[src/rtl/eag_pkg.sv]
package eag_pkg;
  typedef enum logic [3:0] {
    MODE_FETCH     = 4'd0,
    MODE_DBANK     = 4'd1,
    MODE_PBANK     = 4'd2,
    MODE_DPAGE     = 4'd3,
    MODE_SREL      = 4'd4,
    MODE_PULL      = 4'd5,
    MODE_PUSH      = 4'd6,
    MODE_PULL_FULL = 4'd7,
    MODE_PUSH_FULL = 4'd8,
    MODE_ABS       = 4'd9,
    MODE_LONG      = 4'd10
  } eag_mode_e;

  localparam int unsigned MODE_LAST = 10;
endpackage

[src/rtl/eag_stack_unit.sv]
module eag_stack_unit #(
  parameter int unsigned WORD_W = 16,
  parameter int unsigned PAGE_W = 8
) (
  input  logic [3:0]        mode_i,
  input  logic [WORD_W-1:0] sp_i,
  input  logic              emu_i,
  output logic [WORD_W-1:0] sp_next_o,
  output logic [WORD_W-1:0] sp_addr_o
);
  import eag_pkg::*;

  logic [WORD_W-1:0] inc_full, dec_full, inc_page, dec_page;
  logic [PAGE_W-1:0] lo_inc, lo_dec;

  assign inc_full = sp_i + 1'b1;
  assign dec_full = sp_i - 1'b1;
  assign lo_inc   = sp_i[PAGE_W-1:0] + 1'b1;
  assign lo_dec   = sp_i[PAGE_W-1:0] - 1'b1;
  assign inc_page = {sp_i[WORD_W-1:PAGE_W], lo_inc};
  assign dec_page = {sp_i[WORD_W-1:PAGE_W], lo_dec};

  always_comb begin
    sp_next_o = sp_i;
    sp_addr_o = sp_i;
    unique case (mode_i)
      MODE_PULL: begin
        sp_next_o = emu_i ? inc_page : inc_full;
        sp_addr_o = sp_next_o;  // pre-increment
      end
      MODE_PUSH:      sp_next_o = emu_i ? dec_page : dec_full;
      MODE_PULL_FULL: begin
        sp_next_o = inc_full;
        sp_addr_o = inc_full;
      end
      MODE_PUSH_FULL: sp_next_o = dec_full;
      default: ;
    endcase
  end
endmodule

[src/rtl/eag_dpage_unit.sv]
module eag_dpage_unit #(
  parameter int unsigned WORD_W = 16,
  parameter int unsigned PAGE_W = 8
) (
  input  logic [WORD_W-1:0] dpage_i,
  input  logic [WORD_W-1:0] off_i,
  input  logic              emu_i,
  output logic [WORD_W-1:0] word_o
);
  logic [WORD_W-1:0] sum;
  logic              page_lock;

  assign sum       = dpage_i + off_i;
  assign page_lock = emu_i && (dpage_i[PAGE_W-1:0] == '0);
  assign word_o    = page_lock ? {dpage_i[WORD_W-1:PAGE_W], sum[PAGE_W-1:0]} : sum;
endmodule

[src/rtl/eag_addr_sel.sv]
module eag_addr_sel #(
  parameter int unsigned BANK_W = 8,
  parameter int unsigned WORD_W = 16,
  parameter int unsigned PAGE_W = 8,
  localparam int unsigned ADDR_W = BANK_W + WORD_W
) (
  input  logic [3:0]        mode_i,
  input  logic [ADDR_W-1:0] offset_i,
  input  logic [BANK_W-1:0] dbank_i,
  input  logic [BANK_W-1:0] pbank_i,
  input  logic [WORD_W-1:0] pc_i,
  input  logic [WORD_W-1:0] dpage_i,
  input  logic [WORD_W-1:0] sp_i,
  input  logic              emu_i,
  output logic [ADDR_W-1:0] addr_o,
  output logic [WORD_W-1:0] pc_next_o,
  output logic [WORD_W-1:0] sp_next_o,
  output logic              valid_o
);
  import eag_pkg::*;

  localparam logic [BANK_W-1:0] BANK0 = '0;

  logic [WORD_W-1:0] dp_word, sp_addr, srel_word;
  logic [ADDR_W-1:0] dbank_sum;

  eag_dpage_unit #(.WORD_W(WORD_W), .PAGE_W(PAGE_W)) i_dpage (
    .dpage_i (dpage_i),
    .off_i   (offset_i[WORD_W-1:0]),
    .emu_i   (emu_i),
    .word_o  (dp_word)
  );

  eag_stack_unit #(.WORD_W(WORD_W), .PAGE_W(PAGE_W)) i_stack (
    .mode_i    (mode_i),
    .sp_i      (sp_i),
    .emu_i     (emu_i),
    .sp_next_o (sp_next_o),
    .sp_addr_o (sp_addr)
  );

  assign srel_word = sp_i + offset_i[WORD_W-1:0];
  assign dbank_sum = {dbank_i, {WORD_W{1'b0}}} + offset_i;
  assign valid_o   = (mode_i <= 4'(MODE_LAST));

  always_comb begin
    pc_next_o = pc_i;
    addr_o    = '0;
    unique case (mode_i)
      MODE_FETCH: begin
        addr_o    = {pbank_i, pc_i};
        pc_next_o = pc_i + 1'b1;
      end
      MODE_DBANK:     addr_o = dbank_sum;
      MODE_PBANK:     addr_o = {pbank_i, offset_i[WORD_W-1:0]};
      MODE_DPAGE:     addr_o = {BANK0, dp_word};
      MODE_SREL:      addr_o = {BANK0, srel_word};
      MODE_PULL, MODE_PUSH,
      MODE_PULL_FULL, MODE_PUSH_FULL:
                      addr_o = {BANK0, sp_addr};
      MODE_ABS:       addr_o = {BANK0, offset_i[WORD_W-1:0]};
      MODE_LONG:      addr_o = offset_i;
      default: ;
    endcase
  end
endmodule

[src/rtl/eag_core.sv]
module eag_core #(
  parameter int unsigned BANK_W = 8,
  parameter int unsigned WORD_W = 16,
  parameter int unsigned PAGE_W = 8,
  localparam int unsigned ADDR_W = BANK_W + WORD_W
) (
  input  logic              clk_i,
  input  logic              rst_ni,
  input  logic              req_i,
  input  logic [3:0]        mode_i,
  input  logic [ADDR_W-1:0] offset_i,
  input  logic [BANK_W-1:0] dbank_i,
  input  logic [BANK_W-1:0] pbank_i,
  input  logic [WORD_W-1:0] pc_i,
  input  logic [WORD_W-1:0] dpage_i,
  input  logic [WORD_W-1:0] sp_i,
  input  logic              emu_i,
  output logic [ADDR_W-1:0] addr_o,
  output logic [WORD_W-1:0] pc_next_o,
  output logic [WORD_W-1:0] sp_next_o,
  output logic              upd_o
);
  logic [ADDR_W-1:0] addr_c;
  logic [WORD_W-1:0] pc_c, sp_c;
  logic              valid_c, load;

  eag_addr_sel #(.BANK_W(BANK_W), .WORD_W(WORD_W), .PAGE_W(PAGE_W)) i_sel (
    .mode_i    (mode_i),
    .offset_i  (offset_i),
    .dbank_i   (dbank_i),
    .pbank_i   (pbank_i),
    .pc_i      (pc_i),
    .dpage_i   (dpage_i),
    .sp_i      (sp_i),
    .emu_i     (emu_i),
    .addr_o    (addr_c),
    .pc_next_o (pc_c),
    .sp_next_o (sp_c),
    .valid_o   (valid_c)
  );

  assign load = req_i && valid_c;

  always_ff @(posedge clk_i or negedge rst_ni) begin
    if (!rst_ni) begin
      addr_o    <= '0;
      pc_next_o <= '0;
      sp_next_o <= '0;
      upd_o     <= 1'b0;
    end else begin
      upd_o <= load;
      if (load) begin
        addr_o    <= addr_c;
        pc_next_o <= pc_c;
        sp_next_o <= sp_c;
      end
    end
  end
endmodule

[config.mk]
export PLATFORM = sky130hd
export DESIGN_NAME = eag_core
export DESIGN_NICKNAME = d
export VERILOG_FILES = /design/src/rtl/eag_pkg.sv /design/src/rtl/eag_stack_unit.sv /design/src/rtl/eag_dpage_unit.sv /design/src/rtl/eag_addr_sel.sv /design/src/rtl/eag_core.sv
export SDC_FILE = /design/constraint.sdc
export NUM_CORES = 1
export LEC_CHECK = 0
export BUFFER_PORTS_ARGS = -buffer_cell sky130_fd_sc_hd__buf_2
export CORE_UTILIZATION = 50
export CTS_BUF_LIST = sky130_fd_sc_hd__clkbuf_2 sky130_fd_sc_hd__clkbuf_4 sky130_fd_sc_hd__clkbuf_8
export CTS_CLUSTER_SIZE = 16
export DETAILED_ROUTE_END_ITERATION = 8
export GPL_TIMING_DRIVEN = 0
export PLACE_DENSITY_LB_ADDON = 0.2
export SLEW_MARGIN = 20
export SYNTH_ARGS = -nofsm -noshare
export SYNTH_HDL_FRONTEND = slang
export SYNTH_SLANG_ARGS = --single-unit
[constraint.sdc]
create_clock -name clk_i -period 0.8 [get_ports clk_i]
set_clock_uncertainty 0.15 [all_clocks]
set_input_delay 0.08 -clock clk_i [delete_from_list [all_inputs] [get_ports clk_i]]
set_output_delay 0.08 -clock clk_i [all_outputs]
set_load 0.02 [all_outputs]
==> reports/metrics.yaml, run 1 <==
htreeDepth: 3
rows: 38
ys_seq_area_frac: 0.246
synthCells: 740
async_flop_share: 1.00
yosysMostFrequentCell: "o21ai_0"
synth_area_um2: 5800
grt-worst-endpoint: "addr_o[12]$_DFFE_PN0P_/D"
grt_max_degree: 58
synth_edf_count: 0
initial_core_util: 0.523
synth.avg_cell_area_um2: 7.84
tool.error: "[ERROR GRT-0232] Routing congestion too high. Check the congestion heatmap in the GUI."
status: "did not finish"
numCtsBuffers: 9
placed_cell_area_um2: 7270
die_y_um: 110
die_w_um: 110
syn_nets: 880
dp_hpwl_mm: 17.2
dp_slack_ns: -1.93
io_pins: 153
port-buffer-count: 151
worst_path_end_type: "sequential cell input"
lastStage: "global routing"
synth_top_cell_area_share: 0.246
cts.sink_count: 57
cts.path.max_buffers: 2
synth_area_leaders: "dfrtp_1, ha_1, o21ai_0"
gp_congestion: 1.04
synth_cell_types: 70
synth_commonest_cells: "o21ai_0, nand2_1, nor2_1"
synth_largest_area_cell: "dfrtp_1"
grt_usage: 0.728
synth_ff_type: "dfrtp_1"
ys_warn_count: 0
cts_root_buffer: "clkbuf_8"
grt_overflow: 5
synth_seq_cells: 57
metal layers:
layer,GRT overflow,track usage
met5,0,0.362
met3,0,0.593
met1,0,0.723
met4,3,0.707
met2,2,0.883
timing repair:
action	4_1_cts
pin swaps	101
resized for setup	310
endpoints found under the setup margin	114
endpoints found under the hold margin	83
setup buffers	97
gates cloned	2
through the flow:
step | TNS (ns) | std cells | hold slack, ns
global placement | -103.31 | 1031 | 0.270
CTS | -61.24 | 1145 | -0.334
floorplan | -43.59 | 740 | -0.366
detailed placement | -74.18 | 1031 | 0.0568
cell families after synthesis:
kind of cell / count (synthesis) / share of synthesized area
buf+inv: 64 / 0.0468
simple gates: 260 / 0.227
compound gates: 256 / 0.291
xor+xnor: 54 / 0.0816
flops: 57 / 0.246
mux: 5 / 0.00863
fa+ha+maj: 44 / 0.0988
==> run 2, diff against run 1 <==
--- a/config.mk
+++ b/config.mk
@@ -6,12 +6,10 @@
 export NUM_CORES = 1
 export LEC_CHECK = 0
 export BUFFER_PORTS_ARGS = -buffer_cell sky130_fd_sc_hd__buf_2
-export CORE_UTILIZATION = 50
-export CTS_BUF_LIST = sky130_fd_sc_hd__clkbuf_2 sky130_fd_sc_hd__clkbuf_4 sky130_fd_sc_hd__clkbuf_8
-export CTS_CLUSTER_SIZE = 16
+export CORE_UTILIZATION = 40
 export DETAILED_ROUTE_END_ITERATION = 8
 export GPL_TIMING_DRIVEN = 0
-export PLACE_DENSITY_LB_ADDON = 0.2
+export PLACE_DENSITY_LB_ADDON = 0.15
 export SLEW_MARGIN = 20
 export SYNTH_ARGS = -nofsm -noshare
 export SYNTH_HDL_FRONTEND = slang
==> constraint.sdc (replaced) <==
create_clock -name clk_i -period 1 [get_ports clk_i]
set_clock_uncertainty 0.15 [all_clocks]
set_input_delay 0.1 -clock clk_i [delete_from_list [all_inputs] [get_ports clk_i]]
set_output_delay 0.1 -clock clk_i [all_outputs]
set_load 0.02 [all_outputs]
==> reports/metrics.yaml, run 2 <==
status: "finished with violations"  # was did not finish
violations: "negative hold slack, negative setup slack"
synth_largest_area_cell: "dfrtp_1"  # unchanged
drt-initial-drc-count: 696
synth_ff_type: "dfrtp_1"  # unchanged
antenna_found_initial: 0
maxCapViolations: 0
final_common_cell: "buf_4"
crit_type: "input pin to flop"
period_needed_ns: 2.03
grt_pass1_vias: 7127
netSwitchingFraction: 0.361
slew_viol_final: 0
syn_nets: 880  # unchanged
synth.avg_cell_area_um2: 7.84  # unchanged
ys_seq_area_frac: 0.246  # unchanged
antenna_cells: 0
synth_edf_count: 0  # unchanged
synth_area_leaders: "dfrtp_1, ha_1, o21ai_0"  # unchanged
rows: 43  # was 38
dieArea_um2: 15000
path_max_fanout: 3
pwr-share-comb: 0.471
synthCells: 740  # unchanged
detail_route.wl_per_cell_um: 21.6
synth_top_cell_area_share: 0.246  # unchanged
hp-class: "input pin to asynchronous set/reset pin"
grt_overflow: 0
fillCellCount: 940
grt_usage: 0.349
synth_cell_types: 70  # unchanged
multi_input_area_um2: 5270
insertion_delay_ns: 0.35
required_ns: 1.08
largest_register_ffs: 24
port-buffer-count: 151  # unchanged
crit_path_end: "addr_o[12]"
fmax_ghz: 0.493
internal_power_uw: 7800
numCtsBuffers: 9  # unchanged
nets: 1208
grt_pass1_wl_mm: 39.0
die_y_um: 122  # was 110 um
grt_setup_unrepaired: "yes"
cts.hold.buffers_added: 14
final_util: 0.760
die_w_um: 122  # was 110 um
cts_tree: "yes"
regMostFlops: "addr_o"
layout_common_cells: "buf_4, buf_6, buf_2"
initial_core_util: 0.415  # was 0.523
final-setup-viol-count: 114
synth_seq_cells: 57  # unchanged
htreeDepth: 3  # unchanged
synth_commonest_cells: "o21ai_0, nand2_1, nor2_1"  # unchanged
pwr-share-clk: 0.290
worstMarginPinSlew_ns: 0.796
r2r_cells: 4
grt_max_degree: 58
worstReg2RegEnd: "addr_o[6]"
top_regs: "addr_o x24, pc_next_o x16, sp_next_o x16"
drive_gt1_frac: 0.506
cts_root_buffer: "clkbuf_16"  # was clkbuf_8
io_pins: 153  # unchanged
r2r-start: "addr_o[6]"
leakagePower_uw: 0.00450
clk_pin_slew_worst_paths_ns: 0.06
finalWorstSetupSlack_ns: -1.03
dp_slack_ns: -1.59  # was -1.93 ns
drc: 0
start_kind: "input pin"
cp-end-kind: "flop"
whs_ns: -0.310
ys_warn_count: 0  # unchanged
cts.sink_count: 57  # unchanged
powerDensity_nw_per_um2: 1150
switchingPower_uw: 4410
timing.setup.tns_ns: -41.58
peakVddDrop_uv: 807
cts.path.max_buffers: 2  # unchanged
drtPass1Iterations: 7
dp_hpwl_mm: 17.2  # about the same
gp_congestion: 0.923  # was 1.04
yosysMostFrequentCell: "o21ai_0"  # unchanged
min_period_over_period: 2.03
ff_latch_area_um2: 1430
synth_area_um2: 5800  # unchanged
viasPerCell: 6.06
power_uw: 12200
area_growth_pct: 83.4
async_flop_share: 1.00  # unchanged
core_area_um2: 14000
p_seq_frac: 0.239
slew-limit-headroom: 0.469
drt_wl_total_mm: 27.1
cp-startpoint: "offset_i[0]"
r2r_setup_slack_ns: -0.07
vias: 7598
cp.arrival_ns: 2.11
ant_nets: 0
hold_violations: 60
## run 2: timing repair
action | CTS | global route
hold endpoints to repair | 76 | 58
cloned | 3 | 1
setup buffers | 115 | 43
pin swaps | 101 | 79
endpoints found under the setup margin | 114 | 114
resized for setup | 309 | 101
## run 2: through the flow
step,cell area [um2],std cells
after floorplan,6340,740
after global placement,7320,1071
after detailed placement,7330,1071
after CTS,9860,1213
after global routing,10600,1253
final,10600,1253
## run 2: worst min-delay path by stage
stage                  from             to  slack, ns
CTS                  rst_ni      addr_o[3]      -0.29
detailed placement   rst_ni      addr_o[2]       0.08
finish               rst_ni      addr_o[2]      -0.31
floorplan            rst_ni      addr_o[0]      -0.35
global placement    pc_i[1]   pc_next_o[1]       0.30
global route         rst_ni  pc_next_o[13]      -0.25
## run 2: area by class of cell
| class | instances | area share |
|---|---|---|
| clock buffer | 10 | 0.0225 |
| inverter | 23 | 0.00859 |
| buffer | 39 | 0.0409 |
| multi-input combinational | 619 | 0.496 |
| timing repair buffer | 319 | 0.269 |
| tap | 180 | 0.0212 |
| sequential | 57 | 0.134 |
| clock inverter | 6 | 0.00847 |
## run 2: power groups by stage
stage                     registers, uW  logic (uW)  clock network (uW)
after floorplan                    3280        1960                   0
after global placement             2870        3660                   0
after detailed placement           2870        3680                   0
after CTS                          2910        5100                3530
after global routing               2950        6080                3660
final                              2920        5750                3540
## run 2: kinds of logic (layout without fill, tap and decap cells)
| kind of cell | count (synthesis) | count (layout) | share of synthesized area |
|---|---|---|---|
| xor+xnor | 54 | 54 | 0.0816 |
| simple gates | 260 | 260 | 0.227 |
| mux | 5 | 5 | 0.00863 |
| fa+ha+maj | 44 | 44 | 0.0988 |
| compound gates | 256 | 256 | 0.291 |
| buf+inv | 64 | 397 | 0.0468 |
| flops | 57 | 57 | 0.246 |
## run 2: critical path: stages
cell	delay [ns]
buf_8	0.11
ha_4	0.16
fa_2	0.38
a211oi_4	0.32
o21ai_2	0.13
a41oi_2	0.24
o21ai_1	0.10
xor2_1	0.17
a2111oi_2	0.30
nor2_1	0.08
## run 2: per-layer routing
| layer | wire length (um) | share of wire | GRT usage | up-vias |
|---|---|---|---|---|
| li1 | - | - | - | 3469 |
| met1 | 10900 | 0.40 | 0.439 | 3598 |
| met2 | 12600 | 0.47 | 0.572 | 417 |
| met3 | 2190 | 0.081 | 0.0688 | 114 |
| met4 | 1390 | 0.051 | 0.162 | 0 |
| met5 | 0 | 0 | 0 | - |
(Power assumes the default switching activity.)
